$ cat config.mk
export PLATFORM = sky130hd
export DESIGN_NAME = serial_eeprom_slave
export DESIGN_NICKNAME = d
export VERILOG_FILES = /design/src/rtl/eeprom_slave_pkg.sv /design/src/rtl/eeprom_bus_sense.sv /design/src/rtl/eeprom_datapath.sv /design/src/rtl/eeprom_control.sv /design/src/rtl/serial_eeprom_slave.sv
export SDC_FILE = /design/constraint.sdc
export NUM_CORES = 1
export LEC_CHECK = 0
export BUFFER_PORTS_ARGS = -buffer_cell sky130_fd_sc_hd__buf_2
export CORE_AREA = 2 2 100 151
export DETAILED_ROUTE_END_ITERATION = 8
export DIE_AREA = 0 0 102 153
export PLACE_DENSITY = 0.76
export SETUP_SLACK_MARGIN = 0.4
export SYNTH_ARGS = -nofsm -noshare
export SYNTH_HDL_FRONTEND = slang
export SYNTH_SLANG_ARGS = --single-unit
$ cat constraint.sdc
create_clock -name clk -period 4.6 [get_ports clk]
set_input_delay 0.23 -clock clk [delete_from_list [all_inputs] [get_ports clk]]
set_output_delay 0.23 -clock clk [all_outputs]
set_load 0.01 [all_outputs]
$ cat src/rtl/eeprom_slave_pkg.sv
package eeprom_slave_pkg;
  localparam logic [3:0] DEV_CODE = 4'b1010;

  typedef struct packed {
    logic rxShift;
    logic txLoad;
    logic txShift;
    logic ldBank;
    logic ldWord;
    logic bufPush;
    logic bufClear;
    logic progRun;
  } ctlStrobe_t;
endpackage

$ cat src/rtl/eeprom_bus_sense.sv
module eeprom_bus_sense #(
  parameter int SYNC_STAGES = 2
) (
  input  logic clk,
  input  logic rstN,
  input  logic scl,
  input  logic sda,
  output logic sdaNow,
  output logic sclRise,
  output logic sclFall,
  output logic startSeen,
  output logic stopSeen
);
  logic [SYNC_STAGES-1:0] sclSync, sdaSync;
  logic sclPrev, sdaPrev, sclNow;

  always_ff @(posedge clk) begin
    if (!rstN) begin
      sclSync <= '1;
      sdaSync <= '1;
      sclPrev <= 1'b1;
      sdaPrev <= 1'b1;
    end else begin
      sclSync <= {sclSync[SYNC_STAGES-2:0], scl};
      sdaSync <= {sdaSync[SYNC_STAGES-2:0], sda};
      sclPrev <= sclNow;
      sdaPrev <= sdaNow;
    end
  end

  assign sclNow    = sclSync[SYNC_STAGES-1];
  assign sdaNow    = sdaSync[SYNC_STAGES-1];
  assign sclRise   = sclNow & ~sclPrev;
  assign sclFall   = ~sclNow & sclPrev;
  assign startSeen = sclNow & sclPrev & sdaPrev & ~sdaNow;
  assign stopSeen  = sclNow & sclPrev & ~sdaPrev & sdaNow;
endmodule

$ cat src/rtl/eeprom_datapath.sv
module eeprom_datapath
  import eeprom_slave_pkg::*;
#(
  parameter int BANK_W      = 1,
  parameter int PAGE_BYTES  = 16,
  parameter int PROG_CYCLES = 5000,
  localparam int ADDR_W     = 8 + BANK_W,
  localparam int OFF_W      = $clog2(PAGE_BYTES),
  localparam int CNT_W      = $clog2(PROG_CYCLES)
) (
  input  logic              clk,
  input  logic              rstN,
  input  ctlStrobe_t        ctl,
  input  logic              sdaBit,
  input  logic              wp,
  output logic [7:0]        rxByte,
  output logic              txBit,
  output logic              bufAny,
  output logic              progDone,
  output logic [ADDR_W-1:0] memAddr,
  output logic              memWrEn,
  output logic [7:0]        memWrData,
  input  logic [7:0]        memRdData
);
  localparam logic [CNT_W-1:0] PAGE_LIM  = CNT_W'(PAGE_BYTES);
  localparam logic [CNT_W-1:0] LAST_TICK = CNT_W'(PROG_CYCLES - 1);

  logic [7:0]            rxReg, txReg;
  logic [ADDR_W-1:0]     addrCnt;
  logic [7:0]            pageData [PAGE_BYTES];
  logic [PAGE_BYTES-1:0] pageValid;
  logic [CNT_W-1:0]      progCnt;
  logic [OFF_W-1:0]      pageOff, progIdx;
  logic                  inWindow;

  assign pageOff  = addrCnt[OFF_W-1:0];
  assign progIdx  = progCnt[OFF_W-1:0];
  assign inWindow = progCnt < PAGE_LIM;

  always_ff @(posedge clk) begin
    if (!rstN) begin
      rxReg     <= '0;
      txReg     <= '1;
      addrCnt   <= '0;
      pageValid <= '0;
      progCnt   <= '0;
    end else begin
      if (ctl.rxShift) rxReg <= {rxReg[6:0], sdaBit};

      if (ctl.txLoad)       txReg <= memRdData;
      else if (ctl.txShift) txReg <= {txReg[6:0], 1'b1};

      if (ctl.txLoad)      addrCnt <= addrCnt + ADDR_W'(1);
      else if (ctl.ldBank) addrCnt[ADDR_W-1:8] <= rxReg[BANK_W:1];
      else if (ctl.ldWord) addrCnt[7:0] <= rxReg;
      else if (ctl.bufPush) addrCnt[OFF_W-1:0] <= pageOff + OFF_W'(1);

      if (ctl.bufClear)     pageValid <= '0;
      else if (ctl.bufPush) pageValid[pageOff] <= 1'b1;

      progCnt <= ctl.progRun ? progCnt + CNT_W'(1) : '0;
    end
  end

  always_ff @(posedge clk) begin
    if (ctl.bufPush) pageData[pageOff] <= rxReg;
  end

  assign rxByte    = rxReg;
  assign txBit     = txReg[7];
  assign bufAny    = |pageValid;
  assign progDone  = progCnt == LAST_TICK;
  assign memAddr   = ctl.progRun ? {addrCnt[ADDR_W-1:OFF_W], progIdx} : addrCnt;
  assign memWrEn   = ctl.progRun & inWindow & pageValid[progIdx] & ~wp;
  assign memWrData = pageData[progIdx];
endmodule

$ cat src/rtl/eeprom_control.sv
module eeprom_control
  import eeprom_slave_pkg::*;
(
  input  logic       clk,
  input  logic       rstN,
  input  logic       sclRise,
  input  logic       sclFall,
  input  logic       startSeen,
  input  logic       stopSeen,
  input  logic       sdaNow,
  input  logic [3:0] ctlCode,
  input  logic       rwBit,
  input  logic       txBit,
  input  logic       bufAny,
  input  logic       progDone,
  input  logic       wp,
  output ctlStrobe_t ctl,
  output logic       sdaOe
);
  typedef enum logic [2:0] {
    ST_IDLE, ST_RX, ST_ACK, ST_TX, ST_MACK, ST_WAIT, ST_PROG
  } state_t;
  typedef enum logic [1:0] { PH_CTRL, PH_WORD, PH_DATA } phase_t;

  state_t st, stN;
  phase_t ph, phN;
  logic readMode, rdN, byteFull, fullN, mAck, mAckN;
  logic [2:0] bitCnt, bcN;

  always_comb begin
    stN = st; phN = ph; rdN = readMode; bcN = bitCnt;
    fullN = byteFull; mAckN = mAck; ctl = '0;
    if (st == ST_PROG) begin
      ctl.progRun = 1'b1;
      if (progDone) begin
        stN = ST_IDLE;
        ctl.bufClear = 1'b1;
      end
    end else if (startSeen) begin
      stN = ST_RX; phN = PH_CTRL; rdN = 1'b0; bcN = '0; fullN = 1'b0;
      ctl.bufClear = 1'b1;
    end else if (stopSeen) begin
      if (st != ST_IDLE && ph == PH_DATA && !readMode && bufAny && !wp) stN = ST_PROG;
      else begin
        stN = ST_IDLE;
        ctl.bufClear = 1'b1;
      end
      phN = PH_CTRL;
    end else begin
      case (st)
        ST_RX: begin
          if (sclRise) begin
            ctl.rxShift = 1'b1;
            bcN = bitCnt + 3'd1;
            if (bitCnt == 3'd7) fullN = 1'b1;
          end else if (sclFall && byteFull) begin
            fullN = 1'b0;
            bcN = '0;
            case (ph)
              PH_CTRL: begin
                if (ctlCode == DEV_CODE) begin
                  stN = ST_ACK;
                  rdN = rwBit;
                  if (!rwBit) begin
                    ctl.ldBank = 1'b1;
                    phN = PH_WORD;
                  end
                end else stN = ST_WAIT;
              end
              PH_WORD: begin
                ctl.ldWord = 1'b1;
                phN = PH_DATA;
                stN = ST_ACK;
              end
              default: begin
                ctl.bufPush = 1'b1;
                stN = ST_ACK;
              end
            endcase
          end
        end
        ST_ACK: begin
          if (sclFall) begin
            bcN = '0;
            if (readMode) begin
              ctl.txLoad = 1'b1;
              stN = ST_TX;
            end else stN = ST_RX;
          end
        end
        ST_TX: begin
          if (sclFall) begin
            if (bitCnt == 3'd7) stN = ST_MACK;
            else begin
              ctl.txShift = 1'b1;
              bcN = bitCnt + 3'd1;
            end
          end
        end
        ST_MACK: begin
          if (sclRise) mAckN = ~sdaNow;
          else if (sclFall) begin
            if (mAck) begin
              ctl.txLoad = 1'b1;
              stN = ST_TX;
              bcN = '0;
            end else stN = ST_WAIT;
          end
        end
        default: ;
      endcase
    end
  end

  always_ff @(posedge clk) begin
    if (!rstN) begin
      st <= ST_IDLE; ph <= PH_CTRL; readMode <= 1'b0;
      bitCnt <= '0; byteFull <= 1'b0; mAck <= 1'b0;
    end else begin
      st <= stN; ph <= phN; readMode <= rdN;
      bitCnt <= bcN; byteFull <= fullN; mAck <= mAckN;
    end
  end

  assign sdaOe = (st == ST_ACK) | ((st == ST_TX) & ~txBit);
endmodule

$ cat src/rtl/serial_eeprom_slave.sv
module serial_eeprom_slave
  import eeprom_slave_pkg::*;
#(
  parameter int NUM_BANKS   = 2,
  parameter int PAGE_BYTES  = 16,
  parameter int PROG_CYCLES = 5000,
  parameter int SYNC_STAGES = 2,
  localparam int BANK_W     = (NUM_BANKS > 2) ? 2 : 1,
  localparam int ADDR_W     = 8 + BANK_W
) (
  input  logic              clk,
  input  logic              rstN,
  input  logic              scl,
  input  logic              sdaIn,
  output logic              sdaOe,
  input  logic              wp,
  output logic [ADDR_W-1:0] memAddr,
  output logic              memWrEn,
  output logic [7:0]        memWrData,
  input  logic [7:0]        memRdData
);
  ctlStrobe_t ctl;
  logic sdaNow, sclRise, sclFall, startSeen, stopSeen;
  logic txBit, bufAny, progDone;
  logic [7:0] rxByte;

  eeprom_bus_sense #(.SYNC_STAGES(SYNC_STAGES)) uSense (
    .clk, .rstN, .scl, .sda(sdaIn), .sdaNow, .sclRise, .sclFall,
    .startSeen, .stopSeen
  );

  eeprom_control uCtl (
    .clk, .rstN, .sclRise, .sclFall, .startSeen, .stopSeen, .sdaNow,
    .ctlCode(rxByte[7:4]), .rwBit(rxByte[0]), .txBit, .bufAny, .progDone,
    .wp, .ctl, .sdaOe
  );

  eeprom_datapath #(
    .BANK_W(BANK_W), .PAGE_BYTES(PAGE_BYTES), .PROG_CYCLES(PROG_CYCLES)
  ) uDp (
    .clk, .rstN, .ctl, .sdaBit(sdaNow), .wp, .rxByte, .txBit, .bufAny,
    .progDone, .memAddr, .memWrEn, .memWrData, .memRdData
  );
endmodule

==> impl_metrics.tcl <==
set metrics [dict create \
    clk_pin_slew_worst_paths_ns 0.07 \
    die_w_um 102 \
    drt_iter0_drc 403 \
    path_cells "buf_4 > mux4_2 > mux4_2 > buf_2" \
    finalHoldViolCount 0 \
    cap_violations 0 \
    syn_inst 603 \
    path_delay_family "flip-flops" \
    num-nets-final 639 \
    die-area_um2 15600 \
    crit_required_ns 4.37 \
    worst-path-buf-inv 2 \
    drc 0 \
    finalCritPeriodShare 0.691 \
    synth-main-ff-cell "edfxtp_1" \
    pin_count 32 \
    antenna_found_initial 0 \
    synth_top_cell_by_area "edfxtp_1" \
    p_leak_nw 3.18 \
    fin_crit_ns 3.18 \
    synth_warnings 0 \
    finalWeightedCongestion 0.906 \
    worst-setup-path-type "reg -> out" \
    die_h_um 153 \
    cpPeakStageDelay_ns 1.00 \
    overflow 0 \
    n_antenna_cell 0 \
    cts_root_buf "clkbuf_16" \
    syn_area_um2 8430 \
    cts.sinks 199 \
    postRouteAntennaNets 0 \
    yosys.area.top_type_share 0.456 \
    cts_buffers 17 \
    synth_edf_count 128 \
    grt_pass1_wl_mm 28.4 \
    hpwl_mm 12.1 \
    drive_above_1_share 0.195 \
    initial_utilization 0.588 \
    portBuffers 31 \
    cp_common_cell "mux4_2" \
    clock_latency_ns 0.43 \
    power_mw 3.37 \
    cp.arrival_ns 2.95 \
    synth-seq-cells 199 \
    slew_violations 0 \
    rows 54 \
    clock_skew_ns 0.00819 \
    rsz0062_at_grt "no" \
    ir_worst_vdd_mv 0.270 \
    timing.fmax_ghz 0.315 \
    grt_max_degree 32 \
    yosysMostFrequentCell "edfxtp_1" \
    worstHoldPathType "in -> reg" \
    cts.path.max_buffers 2 \
    synth_cell_type_count 59 \
    netlist_top_cells_count "128 x edfxtp_1, 71 x dfxtp_1, 51 x nor2_1" \
    syn_to_final_growth_pct 9.58 \
    grt_pass1_vias 5140 \
    setup_viol 0 \
    crit_fanout 23 \
    tns_ns 0 \
    worst_pin_slew_ns 1.24 \
    cp_slowest_cell "dfxtp_1" \
    coreArea_um2 14300 \
    endpoint_kind "primary output" \
    htree_num_levels 4 \
    syn-num-nets 623 \
    avgViaCountPerCell 6.21 \
    ys_top_cells_by_area "edfxtp_1 46%, dfxtp_1 17%, mux4_2 12%, nor2_1 2.3%, mux2i_1 2.0%" \
    ys_async_sr_fraction 0 \
    grt_usage 0.247 \
    ys_seq_area_frac 0.625 \
    vias 5138 \
    cts_tree "done" \
    start_kind "flip-flop" \
    powerDensity_nw_per_um2 365 \
    wl_mm 18.2 \
    avgRoutedWirePerCell_um 22.0 \
    dr.pass1.iters 7 \
    relSlewSlack 0.169 \
    status "finished clean" \
    avgSynthCellArea_um2 14.0 \
    post-cts-setup-buffer-count 0 \
]
[through the flow]
stage | hold WS (ns) | area (um^2) | utilization | setup WS (ns) | instances
finish | 0.0246 | 9240 | 0.645 | 1.42 | 828
detailed placement | 0.394 | 8660 | 0.604 | 1.59 | 794
CTS | 0.0156 | 9230 | 0.644 | 1.37 | 828
global placement | 0.389 | 8660 | 0.604 | 1.74 | 794
floorplan | 0.331 | 8430 | - | 2.45 | 603
global route | 0.0253 | 9240 | 0.645 | 1.25 | 828
[cell type report]
type	count	area (um^2)
Multi-Input combinational cell	356	2940
Clock buffer	18	429
Timing Repair Buffer	36	198
Tap cell	196	245
Sequential cell	199	5270
Clock inverter	14	119
Fill cell	1087	5090
Inverter	9	33.8
[flip-flops by register name, summed over array words and instances (netlist names)]
name and cells:
uCtl.mAck 1, uDp.progCnt 13, uDp.addrCnt 9, uCtl.byteFull 1, uCtl.ph 2, uCtl.readMode 1
uCtl.st 3, uCtl.bitCnt 3, uDp.txReg 8, uDp.pageValid 16, uDp.rxByte 8, uSense.sclPrev 1
uSense.sclSync 2, uSense.sdaSync 2, uDp.pageData 128, uSense.sdaPrev 1
[kinds of logic (layout without fill, tap and decap cells)]
group,after synthesis,in the layout,synth area share
AOI/OAI and AO/OA,90,90,0.0719
DFF,199,199,0.625
adders and majority gates,7,7,0.0104
and+or+nand+nor,182,182,0.111
buffers and inverters,48,77,0.0278
muxes,61,61,0.138
xor gates and xnor gates,16,16,0.0166
[worst paths after layout]
| check | start | to | slack [ns] | cells after the start |
|---|---|---|---|---|
| max reg2reg | uCtl.st[0] | uDp.pageData[0][3] | 1.65 | 5 |
| min reg2reg | uSense.sdaSync[0] | uSense.sdaSync[1] | 0.41 | 1 |
| min | memRdData[0] | uDp.txReg[0] | 0.02 | 3 |
| max | uDp.progCnt[1] | memWrData[0] | 1.42 | 4 |
[metal layers]
metal | GRT usage | wire length (um) | vias up
met5 | 0 | 0 | -
met4 | 0.103 | 556 | 0
met3 | 0.0430 | 826 | 43
met2 | 0.437 | 10000 | 172
met1 | 0.293 | 6820 | 2583
li1 | - | - | 2340
[timing repair]
| action | CTS | global route |
|---|---|---|
| hold buffers | 2 | 0 |
| endpoints found under the hold margin | 2 | 0 |
| gates resized for setup | 0 | 0 |
[worst register-to-register path, cell delays in order (launching register included)]
cell and delay (ns):
dfxtp_1 0.67, nor3b_2 0.35, nand3_2 0.22, nor2_2 0.21
nand2_1 0.14, nor3_1 0.96
[placed cells by master (no fill, tap or decap), types with 6 or more instances in the layout]
cell	n
edfxtp_1	128
dfxtp_1	70
nor2_1	51
mux4_2	44
nand2_1	38
buf_2	31
nand3_1	20
o21ai_0	19
mux2i_1	17
clkbuf_16	17
o21a_1	16
nand2b_1	15
a21oi_1	15
xor2_1	12
o211ai_1	12
inv_1	9
nor4_1	8
nor3_1	7
and3_1	7
ha_1	7
nand4_1	6
[where the power goes]
group          leakage (nW)  internal [mW]  switching [mW]
combinational          1.16         0.0341          0.0473
sequential             1.76           1.88          0.0218
clock                 0.265          0.706           0.677
Power figures use the tool's default switching activity.
